--- config.mk ---
export PLATFORM = sky130hd
export DESIGN_NAME = slice_timer
export DESIGN_NICKNAME = d
export VERILOG_FILES = /design/src/rtl/slt_pkg.sv /design/src/rtl/slt_core.sv /design/src/rtl/slt_regs.sv /design/src/rtl/slice_timer.sv
export SDC_FILE = /design/constraint.sdc
export NUM_CORES = 1
export LEC_CHECK = 0
export ABC_AREA = 1
export BUFFER_PORTS_ARGS = -buffer_cell sky130_fd_sc_hd__buf_2
export CAP_MARGIN = 30
export CORE_MARGIN = 8
export CORE_UTILIZATION = 59
export DETAILED_ROUTE_END_ITERATION = 8
export GPL_TIMING_DRIVEN = 0
export PLACE_DENSITY = 0.87
export SKIP_LAST_GASP = 1
export SYNTH_ARGS = -nofsm -noshare
export SYNTH_HDL_FRONTEND = slang
export SYNTH_SLANG_ARGS = --single-unit
export TNS_END_PERCENT = 1
--- constraint.sdc ---
create_clock -name clk_i -period 2.6 [get_ports clk_i]
set_input_delay 0 -clock clk_i [delete_from_list [all_inputs] [get_ports clk_i]]
set_output_delay 0 -clock clk_i [all_outputs]
set_load 0.01 [all_outputs]
--- src/rtl/slt_pkg.sv ---
package slt_pkg;
  localparam int SEL_W        = 2;
  localparam int CTRL_RUN_BIT = 26;
  localparam int CTRL_IE_BIT  = 25;
  localparam int CTRL_EN_BIT  = 24;
  localparam int STAT_BIT     = 0;

  typedef enum logic [SEL_W-1:0] {
    REG_CTRL  = 2'd0,
    REG_TERM  = 2'd1,
    REG_COUNT = 2'd2,
    REG_STAT  = 2'd3
  } reg_sel_e;

  typedef struct packed {
    logic run;
    logic irq_en;
    logic en;
  } ctrl_t;
endpackage

--- src/rtl/slt_core.sv ---
module slt_core #(
  parameter int CNT_W = 24
) (
  input  logic             clk_i,
  input  logic             rst_ni,
  input  logic             en_i,
  input  logic             run_i,
  input  logic             clr_i,
  input  logic [CNT_W-1:0] term_i,
  output logic [CNT_W-1:0] cnt_o,
  output logic             halted_o,
  output logic             status_o
);
  localparam logic [CNT_W-1:0] ONE = CNT_W'(1);

  logic [CNT_W-1:0] cnt_q, last;
  logic             halted_q, status_q, evt;

  // zero terminal count behaves as one
  assign last = (term_i == '0) ? '0 : term_i - ONE;
  assign evt  = en_i & ~halted_q & (cnt_q == last);

  always_ff @(posedge clk_i or negedge rst_ni) begin
    if (!rst_ni) begin
      cnt_q    <= '0;
      halted_q <= 1'b0;
    end else if (!en_i) begin
      cnt_q    <= '0;
      halted_q <= 1'b0;
    end else if (evt) begin
      cnt_q    <= '0;
      halted_q <= ~run_i;
    end else if (halted_q) begin
      if (clr_i) halted_q <= 1'b0;
    end else begin
      cnt_q <= cnt_q + ONE;
    end
  end

  // set dominates clear
  always_ff @(posedge clk_i or negedge rst_ni) begin
    if (!rst_ni)    status_q <= 1'b0;
    else if (evt)   status_q <= 1'b1;
    else if (clr_i) status_q <= 1'b0;
  end

  assign cnt_o    = cnt_q;
  assign halted_o = halted_q;
  assign status_o = status_q;
endmodule

--- src/rtl/slt_regs.sv ---
module slt_regs
  import slt_pkg::*;
#(
  parameter int CNT_W  = 24,
  parameter int DATA_W = 32
) (
  input  logic              clk_i,
  input  logic              rst_ni,
  input  logic              req_valid_i,
  input  logic              req_write_i,
  input  logic [SEL_W-1:0]  req_addr_i,
  input  logic [DATA_W-1:0] req_wdata_i,
  output logic              req_ready_o,
  output logic [DATA_W-1:0] rsp_rdata_o,
  input  logic [CNT_W-1:0]  cnt_i,
  input  logic              status_i,
  output logic              en_o,
  output logic              run_o,
  output logic              irq_en_o,
  output logic [CNT_W-1:0]  term_o,
  output logic              clr_o
);
  localparam int PAD_W = DATA_W - CNT_W;

  logic              pending_q, accept, unused_wdata;
  ctrl_t             ctrl_q;
  logic [CNT_W-1:0]  term_q;
  logic [DATA_W-1:0] rdata_q, rd_mux, cnt_word, term_word;
  reg_sel_e          sel;

  assign accept       = req_valid_i & ~pending_q;
  assign sel          = reg_sel_e'(req_addr_i);
  assign unused_wdata = ^req_wdata_i;

  generate
    if (PAD_W > 0) begin : g_pad
      assign cnt_word  = {{PAD_W{1'b0}}, cnt_i};
      assign term_word = {{PAD_W{1'b0}}, term_q};
    end else begin : g_nopad
      assign cnt_word  = cnt_i;
      assign term_word = term_q;
    end
  endgenerate

  always_comb begin
    rd_mux = '0;
    case (sel)
      REG_CTRL: begin
        rd_mux[CTRL_RUN_BIT] = ctrl_q.run;
        rd_mux[CTRL_IE_BIT]  = ctrl_q.irq_en;
        rd_mux[CTRL_EN_BIT]  = ctrl_q.en;
      end
      REG_TERM:  rd_mux = term_word;
      REG_COUNT: rd_mux = cnt_word;
      REG_STAT:  rd_mux[STAT_BIT] = status_i;
      default:   rd_mux = '0;
    endcase
  end

  always_ff @(posedge clk_i or negedge rst_ni) begin
    if (!rst_ni) begin
      pending_q <= 1'b0;
      rdata_q   <= '0;
      ctrl_q    <= '0;
      term_q    <= '0;
    end else begin
      pending_q <= accept;
      // snapshot taken at acceptance, held through the response
      if (accept) rdata_q <= req_write_i ? '0 : rd_mux;
      if (accept && req_write_i) begin
        case (sel)
          REG_CTRL: ctrl_q <= '{run:    req_wdata_i[CTRL_RUN_BIT],
                                irq_en: req_wdata_i[CTRL_IE_BIT],
                                en:     req_wdata_i[CTRL_EN_BIT]};
          REG_TERM: term_q <= req_wdata_i[CNT_W-1:0];
          default: ;
        endcase
      end
    end
  end

  assign clr_o       = accept & req_write_i & (sel == REG_STAT) & req_wdata_i[STAT_BIT];
  assign req_ready_o = pending_q;
  assign rsp_rdata_o = rdata_q;
  assign en_o        = ctrl_q.en;
  assign run_o       = ctrl_q.run;
  assign irq_en_o    = ctrl_q.irq_en;
  assign term_o      = term_q;
endmodule

--- src/rtl/slice_timer.sv ---
module slice_timer
  import slt_pkg::*;
#(
  parameter int CNT_W  = 24,
  parameter int DATA_W = 32
) (
  input  logic              clk_i,
  input  logic              rst_ni,
  input  logic              req_valid_i,
  input  logic              req_write_i,
  input  logic [SEL_W-1:0]  req_addr_i,
  input  logic [DATA_W-1:0] req_wdata_i,
  output logic              req_ready_o,
  output logic [DATA_W-1:0] rsp_rdata_o,
  output logic              irq_o
);
  logic             en_w, run_w, irq_en_w, clr_w, halted_w, status_w;
  logic [CNT_W-1:0] cnt_w, term_w;

  slt_regs #(.CNT_W(CNT_W), .DATA_W(DATA_W)) u_regs (
    .clk_i       (clk_i),
    .rst_ni      (rst_ni),
    .req_valid_i (req_valid_i),
    .req_write_i (req_write_i),
    .req_addr_i  (req_addr_i),
    .req_wdata_i (req_wdata_i),
    .req_ready_o (req_ready_o),
    .rsp_rdata_o (rsp_rdata_o),
    .cnt_i       (cnt_w),
    .status_i    (status_w),
    .en_o        (en_w),
    .run_o       (run_w),
    .irq_en_o    (irq_en_w),
    .term_o      (term_w),
    .clr_o       (clr_w)
  );

  slt_core #(.CNT_W(CNT_W)) u_core (
    .clk_i    (clk_i),
    .rst_ni   (rst_ni),
    .en_i     (en_w),
    .run_i    (run_w),
    .clr_i    (clr_w),
    .term_i   (term_w),
    .cnt_o    (cnt_w),
    .halted_o (halted_w),
    .status_o (status_w)
  );

  assign irq_o = status_w & irq_en_w;
endmodule

== Word level (Yosys, flattened, before mapping) ==
Cells that the tools add are included.

* Register bits after elaboration: 86
* Input bits: 38
* Output and inout port bits: 34
* Word-level logic and storage cells: 46

* Add/sub/neg operators: 2
* Equal/unequal tests: 5
* Mux-type cells: 14
* Bitwise logic cells: 10
* Reduce and logical (&&, ||, !) cells: 6

{| class="wikitable"
|+ Operator list
! kind !! count
|-
| 24-bit two-way mux || 4
|-
| 23-bit one-hot mux with 2 select lines || 1
|-
| 27-bit two-way mux || 1
|-
| 24-bit by 1-bit adder with 24-bit output, second input constant || 1
|-
| 24-bit equality test || 1
|-
| 24-bit zero test || 1
|-
| 24-bit by 1-bit subtractor with 24-bit output, second input constant || 1
|-
| 1-bit bitwise AND || 7
|-
| 1-bit two-way mux || 6
|-
| 2-bit equality test, second input constant || 2
|-
| 2-bit AND reduction || 2
|-
| 3-bit two-way mux || 1
|-
| 3-bit inequality test, second input constant || 1
|-
| 1-bit inverter || 3
|-
| 1-bit one-hot mux with 3 select lines || 1
|-
| 2-bit by 1-bit equality test with 1-bit output, second input constant || 1
|-
| 2-bit zero test || 1
|-
| 2-bit nonzero test || 1
|-
| 1-bit logical AND || 1
|}

== Depth between registers and ports, before layout ==
* Depth in word-level cells: 9
* Depth in mapped cells: 19
* Mapped depth without buffers: 18

== Hierarchy ==
A second synthesis with hierarchy kept.

* Cell total of the unflattened synthesis: 887
* Area, all modules: 5660.4 sq um

{| class="wikitable"
|+ Modules (own cells, without submodules)
! module !! instances !! cells an instance !! area each (sq um) !! sequential area each (sq um)
|-
| slt_core || 1 || 546 || 3014.1 || 650.6
|-
| slt_regs || 1 || 339 || 2638.8 || 1376.3
|-
| slice_timer || 1 || 2 || 7.5 || 0.0
|}

== Worst setup path before layout ==
Ideal clock, no wire load.

* Path kind: register -> register
* From: register u_regs.term_q[0], in the netlist u_regs.term_o[0]
* To: register u_core.cnt_q[18], in the netlist u_core.cnt_o[18]
* Library setup time: 115 ps
* Arrival time: 2169 ps
* Data required time: 2485 ps
* Setup slack: 316 ps
* Cell stages (with the launch flop): 18
* Path buffers: 2
* Clock period less this slack: 2284 ps
* Cells stage by stage: dfrtp_1 inv_2 ha_1 nand3_4 nor2_8 nand3_4 buf_6 nand3_1 nand2_1 nor2_1 nand2_1 nor2_1 nand2_1 nor2_2 nand2_4 buf_8 nand3_2 nand2_2

* Cells in the longest elaborated chain, start to end: 6
* Elaborated cells on any way between the ends: 8
* Classes of those cells: add/sub (1); eq/ne (2); mux (3); bitwise (1); reduce/logical (1)

{| class="wikitable"
|+ RTL lines
! item !! line !! source
|-
| start, declared || slt_regs.sv:27 || <nowiki>logic [CNT_W-1:0] term_q;</nowiki>
|-
| start signal, assigned || slt_regs.sv:75 || <nowiki>REG_TERM: term_q <= req_wdata_i[CNT_W-1:0];</nowiki>
|-
| 24-bit by 1-bit subtractor with 24-bit output or 24-bit zero test (tied branches) || slt_core.sv:20 || <nowiki>assign last = (term_i == '0) ? '0 : term_i - ONE;</nowiki>
|-
| 24-bit two-way mux (*) || slt_core.sv:20 ||
|-
| 24-bit equality test (*) || slt_core.sv:21 || <nowiki>assign evt = en_i & ~halted_q & (cnt_q == last);</nowiki>
|-
| 1-bit bitwise AND (*) || slt_core.sv:21 ||
|-
| 24-bit two-way mux || slt_core.sv:30 || <nowiki>end else if (evt) begin</nowiki>
|-
| 24-bit two-way mux || slt_core.sv:27 || <nowiki>end else if (!en_i) begin</nowiki>
|-
| end signal, assigned || slt_core.sv:36 || <nowiki>cnt_q <= cnt_q + ONE;</nowiki>
|-
| end, declared || slt_core.sv:16 || <nowiki>logic [CNT_W-1:0] cnt_q, last;</nowiki>
|}

Every way passes the cells marked *; elsewhere a longest branch is shown, timed or not.
A chain may end at the register's enable or synchronous reset.

== Worst setup path after layout ==
* From: register u_regs.term_q[0], in the netlist u_regs.term_o[0]
* To: register u_core.cnt_q[10], in the netlist u_core.cnt_o[10]

The elaborated chain is that of the path after synthesis.

==> impl_metrics.toml <==
[outcome]
status = "finished with violations"
violations = "negative setup slack"

[timing]
timing.final.hold_violations = 0
setup_viol = 5
fmax_mhz = 382
whs_ns = 0.0916
report.final.slew_viol_count = 0
skew_ns = 0.0170
max_slew.worst_pin.slew_ns = 0.528
relSlewSlack = 0.648
rsz0062_at_grt = "yes"
fin_crit_ns = 2.62
finalWorstSetupSlack_ns = -0.0159
timing.final.crit_share = 1.01

[detailed_routing]
detail_route.wl_per_cell_microns = 16.7
vias_per_cell = 5.67
drt-pass1-iter-count = 6
ant_nets = 0
vias = 6151
drc = 0
wl_microns = 18100
drt-initial-drc-count = 782

[logic_synthesis]
syn_area_sq_um = 5730
synth_cell_types = 34
synth.avg_cell_area_sq_um = 6.96
yosysSeqAreaShare = 0.353
yosysWarnings = 0
ys_ff_latch = 81
synth_cells = 824

[finish]
final_nets = 991
drive_gt1_frac = 0.206
multi_input_area_sq_um = 3110
syn_to_final_growth_pct = 21.8
fin_util = 0.728
fillers = 751
antennaDiodeCount = 0
register_area_sq_um = 2030

[setup_path]
critPathMaxFanout = 7
critPathLaunchType = "register"
r2r_cells = 17
r2r-end = "u_core.cnt_o[10]$_DFFE_PN0P_"
reg2reg_from = "u_regs.term_o[0]$_DFFE_PN0P_"
critPathCaptureType = "register"
setup.worst_path.class = "register to register"
worstPathArrival_ns = 2.87
regToRegSetupSlack_ns = -0.02
cp.required_ns = 2.85

[global_routing]
use_met2 = 0.443
met3_usage = 0.0353
grtUsageMet1 = 0.347
grt_max_degree = 59
antenna_found_initial = 0
grtUsageTotal = 0.267
grt_pass1_wl_microns = 27800
globalRoute.busiestLayer = "met2"
grt_pass1_vias = 5698
grt_overflow = 0

[die]
dieArea_sq_um = 13100
die_h_microns = 115
io_pins = 72
start_util = 0.598
core_sq_um = 9590
placementRows = 36
die_x_microns = 115

[placed_design]
place.port_buffers = 61
place.gp.congestion = 0.966
dp_hpwl_microns = 12800

[power]
ir_drop_v = 0.000279
power_density_nw_per_um2 = 518
finalPower_uw = 3620
p_leak_uw = 0.00356

[clock_tree]
clkLatencyLatePin_ns = 0.36
cts_tree = "done"
max-clock-path-buffers = 2
clk_pin_slew_worst_paths_ns = 0.10
cts-buffers-inserted = 9
clkSinkCount = 81
ctsHtreeMaxLevel = 3
root_buffer = "clkbuf_8"

[min_path]
hp-class = "input pin to async pin"

[flow_run]
maxCapViolCount = 0
-- stage by stage --
step / setup TNS, ns / worst slack, ns / std cells / area (sq um)
after detailed placement: -0.927 / -0.0515 / 1023 / 6250
after global routing: -1.20 / -0.0710 / 1085 / 6980
final: -0.0508 / -0.0159 / 1085 / 6980
after floorplan: 0 / 0.316 / 828 / 5750
after global placement: -0.0427 / -0.00624 / 1022 / 6220
after CTS: 0 / 0.0191 / 1069 / 6740
-- report_power, final --
part | internal [uW] | total [uW] | switching [uW]
combinational | 409 | 1140 | 729
clock | 360 | 901 | 541
sequential | 1410 | 1580 | 171
total | 2180 | 3620 | 1440
-- final cells by class --
| cell class | instances | share of cell area |
|---|---|---|
| multi-input combinational | 593 | 0.446 |
| clock inverter | 6 | 0.00735 |
| sequential | 81 | 0.290 |
| timing repair buffer | 107 | 0.113 |
| tap | 133 | 0.0238 |
| buffer | 37 | 0.0375 |
| inverter | 118 | 0.0640 |
| clock buffer | 10 | 0.0183 |
-- how the worst max path moves through the flow --
stage	start	endpoint	depth (start not counted)
global placement	u_regs.term_o[0]$_DFFE_PN0P_	u_core.cnt_o[7]$_DFFE_PN0P_	17
global route	u_regs.term_o[1]$_DFFE_PN0P_	u_core.cnt_o[7]$_DFFE_PN0P_	19
finish	u_regs.term_o[0]$_DFFE_PN0P_	u_core.cnt_o[10]$_DFFE_PN0P_	17
floorplan	u_regs.term_o[0]$_DFFE_PN0P_	u_core.cnt_o[18]$_DFFE_PN0P_	17
detailed placement	u_regs.term_o[0]$_DFFE_PN0P_	u_core.cnt_o[21]$_DFFE_PN0P_	17
CTS	u_regs.term_o[0]$_DFFE_PN0P_	u_core.cnt_o[7]$_DFFE_PN0P_	17
-- routing by layer --
layer	wire length, microns	vias up
met2	8550	384
li1	-	2887
met4	603	0
met3	1710	64
met1	7290	2816
met5	0	-
-- layout by cell type, fill, tap and decap left out, drive strengths merged, types with 24 or more instances in the layout --
| master | Yosys | layout |
|---|---|---|
| nand2 | 225 | 225 |
| inv | 117 | 119 |
| nor2 | 100 | 100 |
| buf | 19 | 94 |
| nand3 | 83 | 84 |
| dfrtp | 81 | 81 |
| o21ai | 67 | 67 |
| dlygate4sd3 | 2 | 32 |
| a21oi | 30 | 30 |
| nand4 | 25 | 25 |
| clkbuf | 13 | 25 |
| o22ai | 24 | 24 |
-- cell families after synthesis --
| kind of cell | Yosys count | share of synthesized area |
|---|---|---|
| other | 1 | 0.000654 |
| adder cells (fa/ha/maj) | 6 | 0.0131 |
| flip-flops | 81 | 0.353 |
| buffers and inverters | 155 | 0.121 |
| AO/OA/AOI/OAI | 123 | 0.113 |
| AND/OR/NAND/NOR | 443 | 0.376 |
| XOR/XNOR | 15 | 0.0229 |
-- critical path, stage by stage (launching register included) --
cell and delay [ns]:
dfrtp_1 0.41, inv_4 0.12, ha_4 0.16, nand3_4 0.12
nor2_8 0.19, nand3_4 0.17, clkbuf_16 0.21, nand3_1 0.06
nand2_1 0.06, nor2_2 0.14, nand2_1 0.08, nor2_1 0.10
nand2_1 0.10, nor2_4 0.14, nand2_4 0.13, clkbuf_16 0.19
nand3_2 0.06, nand2_2 0.04
-- repair_timing --
| action | 4_1_cts | 5_1_grt |
|---|---|---|
| resized for setup | 3 | 23 |
| pin swaps | 1 | 12 |
| hold endpoints to repair | 110 | 0 |
| endpoints found under the setup margin | 20 | 24 |
| hold buffers | 30 | 0 |
| setup buffers | 0 | 13 |
| cloned | 0 | 3 |
-- flip-flops by register name, indices dropped and copies added (netlist names) --
name and flops:
u_regs.en_o 1, u_core.cnt_o 24, u_regs.rsp_rdata_o 27, u_core.halted_o 1, u_regs.irq_en_o 1, u_regs.run_o 1, u_regs.req_ready_o 1, u_regs.term_o 24
u_core.status_o 1
-- synthesized netlist by cell type --
master / instances / area [sq um]
nor2_8: 1 / 20.0
nand2_4: 1 / 11.3
o22ai_1: 24 / 150
clkbuf_1: 11 / 41.3
nand3_4: 2 / 35.0
nand2_1: 201 / 754
clkbuf_2: 2 / 10.0
buf_1: 6 / 22.5
o31ai_1: 2 / 15.0
nor2_1: 87 / 327
a21oi_1: 30 / 150
nor4_1: 1 / 6.26
nand3_1: 51 / 255
nor2_4: 4 / 45.0
inv_1: 114 / 428
ha_1: 6 / 75.1
dfrtp_1: 81 / 2030
nand3b_1: 2 / 15.0
buf_6: 3 / 33.8
buf_8: 2 / 30.0
nand3_2: 30 / 300
nor2_2: 8 / 50.1
dlygate4sd3_1: 2 / 20.0
conb_1: 1 / 3.75
o21ai_1: 3 / 15.0
clkdlybuf4s15_1: 3 / 30.0
nand4_1: 25 / 156
buf_4: 8 / 60.1
o21ai_0: 64 / 320
clkinv_2: 1 / 5.00
nor3_1: 7 / 35.0
inv_2: 3 / 11.3
xor2_1: 15 / 131
nand2_2: 23 / 144
No activity file was read; power rests on OpenSTA's default activity.
